File: src/rtl/modem_line_monitor.sv
module modem_line_monitor #(
  parameter int MIN_WIDTH   = 4,
  parameter int SYNC_STAGES = 2
) (
  input  logic clk,
  input  logic rst_n,
  input  logic rts_bit,
  input  logic dtr_bit,
  output logic rts_n_o,
  output logic dtr_n_o,
  input  logic dcd_i,
  input  logic cts_i,
  input  logic ext_int_en,
  input  logic clr_status,
  input  logic dcd_auto_en,
  input  logic cts_auto_en,
  input  logic rx_enable_req,
  input  logic tx_enable_req,
  output logic rx_run,
  output logic tx_run,
  output logic dcd_lvl,
  output logic cts_lvl,
  output logic ext_irq
);

  localparam int CW = (MIN_WIDTH < 2) ? 1 : $clog2(MIN_WIDTH + 1);
  localparam logic [CW-1:0] LAST = CW'(MIN_WIDTH - 1);

  logic [1:0] raw, sync_out, lvl, flip;

  assign raw     = {cts_i, dcd_i};
  assign rts_n_o = ~rts_bit;
  assign dtr_n_o = ~dtr_bit;
  assign dcd_lvl = lvl[0];
  assign cts_lvl = lvl[1];
  assign rx_run  = rx_enable_req & (~dcd_auto_en | lvl[0]);
  assign tx_run  = tx_enable_req & (~cts_auto_en | lvl[1]);

  for (genvar i = 0; i < 2; i++) begin : g_line
    logic [SYNC_STAGES-1:0] sq;
    logic [CW-1:0]          cnt;

    assign sync_out[i] = sq[SYNC_STAGES-1];
    assign flip[i]     = (sync_out[i] != lvl[i]) && (cnt == LAST);

    always_ff @(posedge clk or negedge rst_n) begin
      if (!rst_n) begin
        sq     <= '0;
        cnt    <= '0;
        lvl[i] <= 1'b0;
      end else begin
        sq <= {sq[SYNC_STAGES-2:0], raw[i]};
        if (sync_out[i] == lvl[i]) begin
          cnt <= '0;
        end else if (cnt == LAST) begin
          cnt    <= '0;
          lvl[i] <= sync_out[i];
        end else begin
          cnt <= cnt + 1'b1;
        end
      end
    end

    AST_LVL_FROM_SYNC: assert property (@(posedge clk) disable iff (!rst_n)
      !$stable(lvl[i]) |-> (lvl[i] == $past(sync_out[i])));
    AST_IRQ_ON_CHANGE: assert property (@(posedge clk) disable iff (!rst_n)
      ($past(ext_int_en) && !$stable(lvl[i])) |-> ext_irq);
  end

  always_ff @(posedge clk or negedge rst_n) begin
    if (!rst_n)                  ext_irq <= 1'b0;
    else if (ext_int_en && |flip) ext_irq <= 1'b1;
    else if (clr_status)          ext_irq <= 1'b0;
  end

  AST_IRQ_HOLD: assert property (@(posedge clk) disable iff (!rst_n)
    (ext_irq && !clr_status) |=> ext_irq);
  AST_IRQ_QUIET_OFF: assert property (@(posedge clk) disable iff (!rst_n)
    (!ext_irq && !ext_int_en) |=> !ext_irq);
  AST_RX_GATED: assert property (@(posedge clk) disable iff (!rst_n)
    (dcd_auto_en && !dcd_lvl) |-> !rx_run);
  AST_TX_GATED: assert property (@(posedge clk) disable iff (!rst_n)
    (cts_auto_en && !cts_lvl) |-> !tx_run);

endmodule

File: config.mk
export PLATFORM = sky130hd
export DESIGN_NAME = modem_line_monitor
export DESIGN_NICKNAME = d
export VERILOG_FILES = /design/src/rtl/modem_line_monitor.sv
export SDC_FILE = /design/constraint.sdc
export NUM_CORES = 1
export LEC_CHECK = 0
export BUFFER_PORTS_ARGS = -buffer_cell sky130_fd_sc_hd__buf_2
export CAP_MARGIN = 40
export CORE_AREA = 2 2 39 41
export CTS_CLUSTER_SIZE = 8
export DETAILED_ROUTE_END_ITERATION = 7
export DIE_AREA = 0 0 41 43
export GPL_TIMING_DRIVEN = 0
export HOLD_SLACK_MARGIN = 0.05
export PLACE_DENSITY = 0.74
export REMOVE_ABC_BUFFERS = 1
export SLEW_MARGIN = 10
export SYNTH_ARGS = -nofsm -noshare
export SYNTH_HDL_FRONTEND = slang
export SYNTH_SLANG_ARGS = --single-unit
File: constraint.sdc
create_clock -name clk -period 1.32 [get_ports clk]
set_clock_uncertainty 0.1 [all_clocks]
set_input_delay 0.264 -clock clk [delete_from_list [all_inputs] [get_ports clk]]
set_output_delay 0.264 -clock clk [all_outputs]
set_load 0.01 [all_outputs]
==> results.py, run 1 <==
metrics = {
    "floorplanning": {
        "die-area_mm2": 0.001763,
        "pin_count": 19,
        "die_y_um": 43,
        "fp.dieW_um": 41,
        "coreArea_mm2": 0.001384,
        "initial_core_util": 0.3635,
        "fp-row-count": 14,
    },
    "synthesis": {
        "yosys.area.top_type": "dfrtp_1",
        "yosysWarnings": 0,
        "synthCells": 40,
        "synth_top_area_frac": 0.6468,
        "ys_types": 15,
        "synth_common_cells": "dfrtp_1 (13), inv_1 (5), nand2_1 (3), nor3b_1 (3)",
        "synthFlopType": "dfrtp_1",
        "ys_seq_area_frac": 0.6468,
        "synth.avg_cell_area_um2": 12.57,
        "ys_ff_latch": 13,
        "synth.most_common_cell": "dfrtp_1",
        "async_reset_ff_frac": 1.000,
        "syn_area_um2": 503.0,
        "synth_area_leaders": "dfrtp_1 (65%), ha_1 (5.0%), nor3b_1 (4.5%)",
        "synth_edf_count": 0,
    },
    "global_route": {
        "grt_pass1_wl_um": 1504,
        "grt_pass1_vias": 367,
        "grtUsageTotal": 0.1349,
        "grt_overflow_total": 0,
        "antenna_found_initial": 0,
        "grt_start_max_net_pins": 14,
    },
    "cts": {
        "cts.sinks": 13,
        "clk_latency_ns": 0.26,
        "htreeDepth": 1,
        "path_clk_slew_ns": 0.07,
        "clockRootBuffer": "clkbuf_4",
        "numCtsBuffers": 3,
        "cts_tree": "built",
        "clockBufferDepth": 2,
    },
    "worst_hold_path": {
        "hold_path_class": "in -> reg",
    },
    "finish": {
        "post-route-cell-area_um2": 683.2,
        "drive_gt1_frac": 0.3939,
        "area_growth_pct": 35.82,
        "antenna_cells": 0,
        "instances_no_fill": 82,
        "multi_input_area_um2": 165.2,
        "num-nets-final": 81,
        "fillers": 134,
        "seq_area_um2": 325.3,
    },
    "sta": {
        "min_period_ns": 1.317,
        "rsz0062_at_grt": "yes",
        "setup_viol": 0,
        "slew_violations": 0,
        "tightestPinTransition_ns": 0.3418,
        "slew_headroom": 0.7705,
        "fin_crit_sh": 0.9979,
        "worst_hold_slack_ns": 0.1454,
        "hold_viol_final": 0,
        "max_freq_mhz": 759.2,
    },
    "placed_design": {
        "place_congestion": 0.6348,
        "placed_cells": 74,
        "post_dp_cell_area_um2": 613.1,
        "io_buffer_count": 18,
    },
    "power_and_ir_drop": {
        "cellPowerDensity_mw_per_mm2": 1624,
        "vdd_drop_max_uv": 995.5,
        "p_leak_nw": 0.3546,
    },
    "routing": {
        "vias": 367,
        "drt-wirelength-per-cell_um": 10.46,
        "wl_um": 858,
        "drt-vias-per-instance": 4.476,
        "drt_iter0_drc": 10,
        "drc": 0,
        "drt_pass1_iterations": 4,
        "antenna_left": 0,
    },
    "worst_setup_path": {
        "cp-start-kind": "flip-flop",
        "critical_path_arrival_ns": 0.95,
        "cp_top_family": "flip-flops",
        "max_stage_delay_ns": 0.38,
        "cp-end-kind": "output pin",
        "cp_cell_sequence": "inv_1 > a21boi_1 > buf_2",
        "crit_required_ns": 0.96,
        "worstSetupPathType": "reg -> out",
        "crit_slowest_cell": "dfrtp_1",
        "cp_max_fo": 3,
        "crit_buf_inv": 2,
    },
    "run_status": {
        "status": "complete, no violations",
    },
    "flow_run": {
        "drv_cap": 0,
    },
}
worst min-delay path: stages:
cell and delay [ns]:
buf_2 0.11, nand2_1 0.05, o21ai_1 0.05
repair_timing:
| item | in CTS | in global routing |
|---|---|---|
| setup buffers | 1 | 0 |
| gates resized for setup | 2 | 2 |
| endpoints found under the hold margin | 15 | 0 |
| cloned | 0 | 0 |
| endpoints found under the setup margin | 2 | 4 |
| pin swaps | 0 | 1 |
| hold buffers | 3 | 0 |
cell families (layout without fill, tap and decap cells):
logic type / Yosys count / after routing / synth area share
AOI/OAI and AO/OA: 6 / 6 / 0.07710
DFF: 13 / 13 / 0.6468
buffers and inverters: 5 / 31 / 0.03732
xor gates and xnor gates: 3 / 3 / 0.05225
and+or+nand+nor: 11 / 11 / 0.1368
adders and majority gates: 2 / 2 / 0.04974
worst paths after layout:
kind | depth (start not counted) | end | slack [ns] | start
min | 3 | ext_irq | 0.15 | ext_int_en
min reg2reg | 0 | g_line[1].sq[1] | 0.25 | g_line[1].sq[0]
max | 3 | rx_run | 0.003 | dcd_lvl
max in group asynchronous | 2 | g_line[1].sq[1] | 0.59 | rst_n
min in group asynchronous | 2 | g_line[0].cnt[2] | 0.31 | rst_n
max reg2reg | 4 | ext_irq | 0.08 | g_line[1].cnt[0]
report_power, final:
part | total, mW | internal, mW | switching, mW
Clock | 0.232 | 0.117 | 0.116
Combinational | 0.341 | 0.171 | 0.171
Sequential | 0.535 | 0.488 | 0.0478
cell type report:
class                   count  area share
inverters                   5     0.02747
multi-input cells          22      0.2418
well taps                  16     0.02930
flip-flops and latches     13      0.4762
clock buffers               4     0.03846
repair buffers             22      0.1868
routing by layer:
layer	global-route usage	routed length (µm)	share of wire
met1	0.1608	321	0.37
met2	0.2000	497	0.58
met3	0.04712	39	0.045
met4	0.08000	0	0
met5	0	0	0
cell usage in the layout (no fill, tap or decap), drive strengths merged:
cell type    instances
xor2                 1
ha                   2
nor3b                3
and2b                2
nor3                 2
o21ai                3
xnor2                2
a21boi               2
and2                 1
a32oi                1
buf                 19
dfrtp               13
clkbuf               4
dlygate4sd3          3
inv                  5
nand2                3
sequential cells by signal, indices dropped and copies added (netlist names):
name	cells
g_line.sq	4
g_line.cnt	6
cts_lvl	1
ext_irq	1
dcd_lvl	1
through the flow:
stage,util,worst slack (ns),power (mW),TNS (ns)
after floorplan,-,0.1264,0.7403,0
after global placement,0.4430,0.06988,0.8422,0
final,0.4937,0.002822,1.109,0
after global routing,0.4937,-0.06842,1.192,-0.09654
after CTS,0.4892,-0.01813,1.124,-0.01813
after detailed placement,0.4430,0.04532,0.8553,0
Note: power is estimated with default switching activity, not from simulation.
==> run 2: changes to the inputs <==
--- a/config.mk
+++ b/config.mk
@@ -12,7 +12,7 @@
 export DETAILED_ROUTE_END_ITERATION = 7
 export DIE_AREA = 0 0 41 43
 export GPL_TIMING_DRIVEN = 0
-export HOLD_SLACK_MARGIN = 0.05
+export HOLD_SLACK_MARGIN = 0.02
 export PLACE_DENSITY = 0.74
 export REMOVE_ABC_BUFFERS = 1
 export SLEW_MARGIN = 10
==> constraint.sdc (replaced) <==
create_clock -name clk -period 1.3 [get_ports clk]
set_clock_uncertainty 0.1 [all_clocks]
set_input_delay 0.26 -clock clk [delete_from_list [all_inputs] [get_ports clk]]
set_output_delay 0.26 -clock clk [all_outputs]
set_load 0.01 [all_outputs]
==> results.py, run 2 (same netlist as run 1, synthesis figures left out) <==
metrics = {
    "run_status": {
        "status": "complete, but fails checks",
        "failed_checks": "negative setup slack",
    },
    "floorplanning": {
        "fp-row-count": 14,
        "pin_count": 19,
        "initial_core_util": 0.3635,
        "die_y_um": 43,
        "die-area_mm2": 0.001763,
        "coreArea_mm2": 0.001384,
        "fp.dieW_um": 41,
    },
    "cts": {
        "htreeDepth": 1,
        "cts_tree": "built",
        "clockBufferDepth": 2,
        "clockRootBuffer": "clkbuf_4",
        "numCtsBuffers": 3,
        "cts.sinks": 13,
        "path_clk_slew_ns": 0.07,
        "clk_latency_ns": 0.26,
    },
    "finish": {
        "multi_input_area_um2": 165.2,
        "fillers": 133,
        "largest_reg_flops": 6,
        "reg_top3": "g_line.cnt x6, g_line.sq x4",
        "seq_area_um2": 325.3,
        "final_cell_mix": "buf_2 (17), dfrtp_1 (13), inv_1 (4)",
        "num-nets-final": 82,
        "post-route-cell-area_um2": 700.7,
        "drive_gt1_frac": 0.4179,
        "instances_no_fill": 83,
        "regMostFlops": "g_line.cnt",
        "area_growth_pct": 39.30,
        "antenna_cells": 0,
        "final_common_cell": "buf_2",
        "fin_util": 0.5063,
    },
    "placed_design": {
        "io_buffer_count": 18,
        "place_congestion": 0.6348,
        "post_dp_cell_area_um2": 613.1,
        "placed_cells": 74,
        "detailedPlace.worstSlack_ns": 0.02532,
    },
    "routing": {
        "wl_um": 880,
        "vias": 374,
        "antenna_left": 0,
        "drt_iter0_drc": 7,
        "drt-wirelength-per-cell_um": 10.60,
        "drt_pass1_iterations": 2,
        "drc": 0,
        "drt-vias-per-instance": 4.506,
    },
    "power_and_ir_drop": {
        "switching_share": 0.2991,
        "pwr-share-comb": 0.334,
        "cellPowerDensity_mw_per_mm2": 1684,
        "p_seq_frac": 0.466,
        "p_leak_nw": 0.3618,
        "clkPwrFrac": 0.200,
        "internal_power_uw": 827.1,
        "power.switching_uw": 352.9,
        "vdd_drop_max_uv": 1011,
    },
    "worst_setup_path": {
        "r2r_slack_ns": 0.07,
        "cp_cell_sequence": "inv_1 > a21boi_1 > buf_2",
        "cp-end-kind": "output pin",
        "max_stage_delay_ns": 0.38,
        "worstSetupPathType": "reg -> out",
        "cp_max_fo": 3,
        "crit_slowest_cell": "dfrtp_1",
        "critical_path_arrival_ns": 0.95,
        "cp-start-kind": "flip-flop",
        "crit_required_ns": 0.94,
    },
    "sta": {
        "tightestPinTransition_ns": 0.3432,
        "min_period_ns": 1.314,
        "setup_viol": 1,
        "slew_headroom": 0.7695,
        "fin_crit_sh": 1.011,
        "worst_slack_ns": -0.01380,
        "max_freq_mhz": 761.2,
        "rsz0062_at_grt": "yes",
        "worst_hold_slack_ns": 0.1407,
        "slew_violations": 0,
        "hold_viol_final": 0,
    },
    "global_route": {
        "grtUsageTotal": 0.1349,
        "grt_pass1_wl_um": 1504,
        "grt_overflow_total": 0,
        "antenna_found_initial": 0,
        "grt_start_max_net_pins": 14,
        "grt_pass1_vias": 367,
    },
    "worst_hold_path": {
        "hold_path_class": "in -> reg",
    },
    "flow_run": {
        "drv_cap": 0,
    },
}
run 2: cell types whose count changed in the layout (fill, tap and decap cells not counted), sizes merged:
cell	change
buf	+1
run 2: worst max-delay path, delay by kind of cell (launching register included):
kind / cells / cell delay, ns
compound gates: 1 / 0.11
buf+inv: 2 / 0.20
flops: 1 / 0.38
run 2: per-layer routing:
metal  part of all wire  wire (µm)  global-route usage
met1               0.38        337              0.1608
met2               0.58        509              0.2000
met3              0.039         34             0.04712
met4                  0          0             0.08000
met5                  0          0                   0
run 2: path summary, 6_finish.rpt:
kind	cells past startpoint	end	start
setup reg to reg	4	ext_irq	g_line[1].cnt[0]
min in group asynchronous	2	g_line[0].cnt[2]	rst_n
hold / removal	3	ext_irq	ext_int_en
max in group asynchronous	2	ext_irq	rst_n
setup / recovery	3	rx_run	dcd_lvl
hold reg to reg	0	g_line[1].sq[1]	g_line[1].sq[0]
run 2: layout make-up:
class,instances,area share
well taps,16,0.02857
inverters,5,0.02679
multi-input cells,22,0.2357
flip-flops and latches,13,0.4643
repair buffers,23,0.2071
clock buffers,4,0.03750
run 2: repair_timing:
item | in CTS | in global routing
endpoints found under the setup margin | 2 | 4
hold buffers | 3 | 0
gates resized for setup | 2 | 5
endpoints found under the hold margin | 15 | 0
buffers inserted | 1 | 1
pin swaps | 1 | 1
run 2: metrics by stage:
step,setup TNS (ns),power (mW)
3_5_place_dp,0,0.8685
4_1_cts,-0.03413,1.141
6_report,-0.01380,1.180
3_3_place_gp,0,0.8551
2_1_floorplan,0,0.7517
5_1_grt,-0.1421,1.266
run 2: power by group through the flow:
stage | Combinational (mW) | Clock [mW] | Sequential (mW)
final | 0.394 | 0.236 | 0.550
after global routing | 0.440 | 0.267 | 0.559
after CTS | 0.349 | 0.248 | 0.544
after detailed placement | 0.305 | 0 | 0.564
after global placement | 0.297 | 0 | 0.558
after floorplan | 0.181 | 0 | 0.571
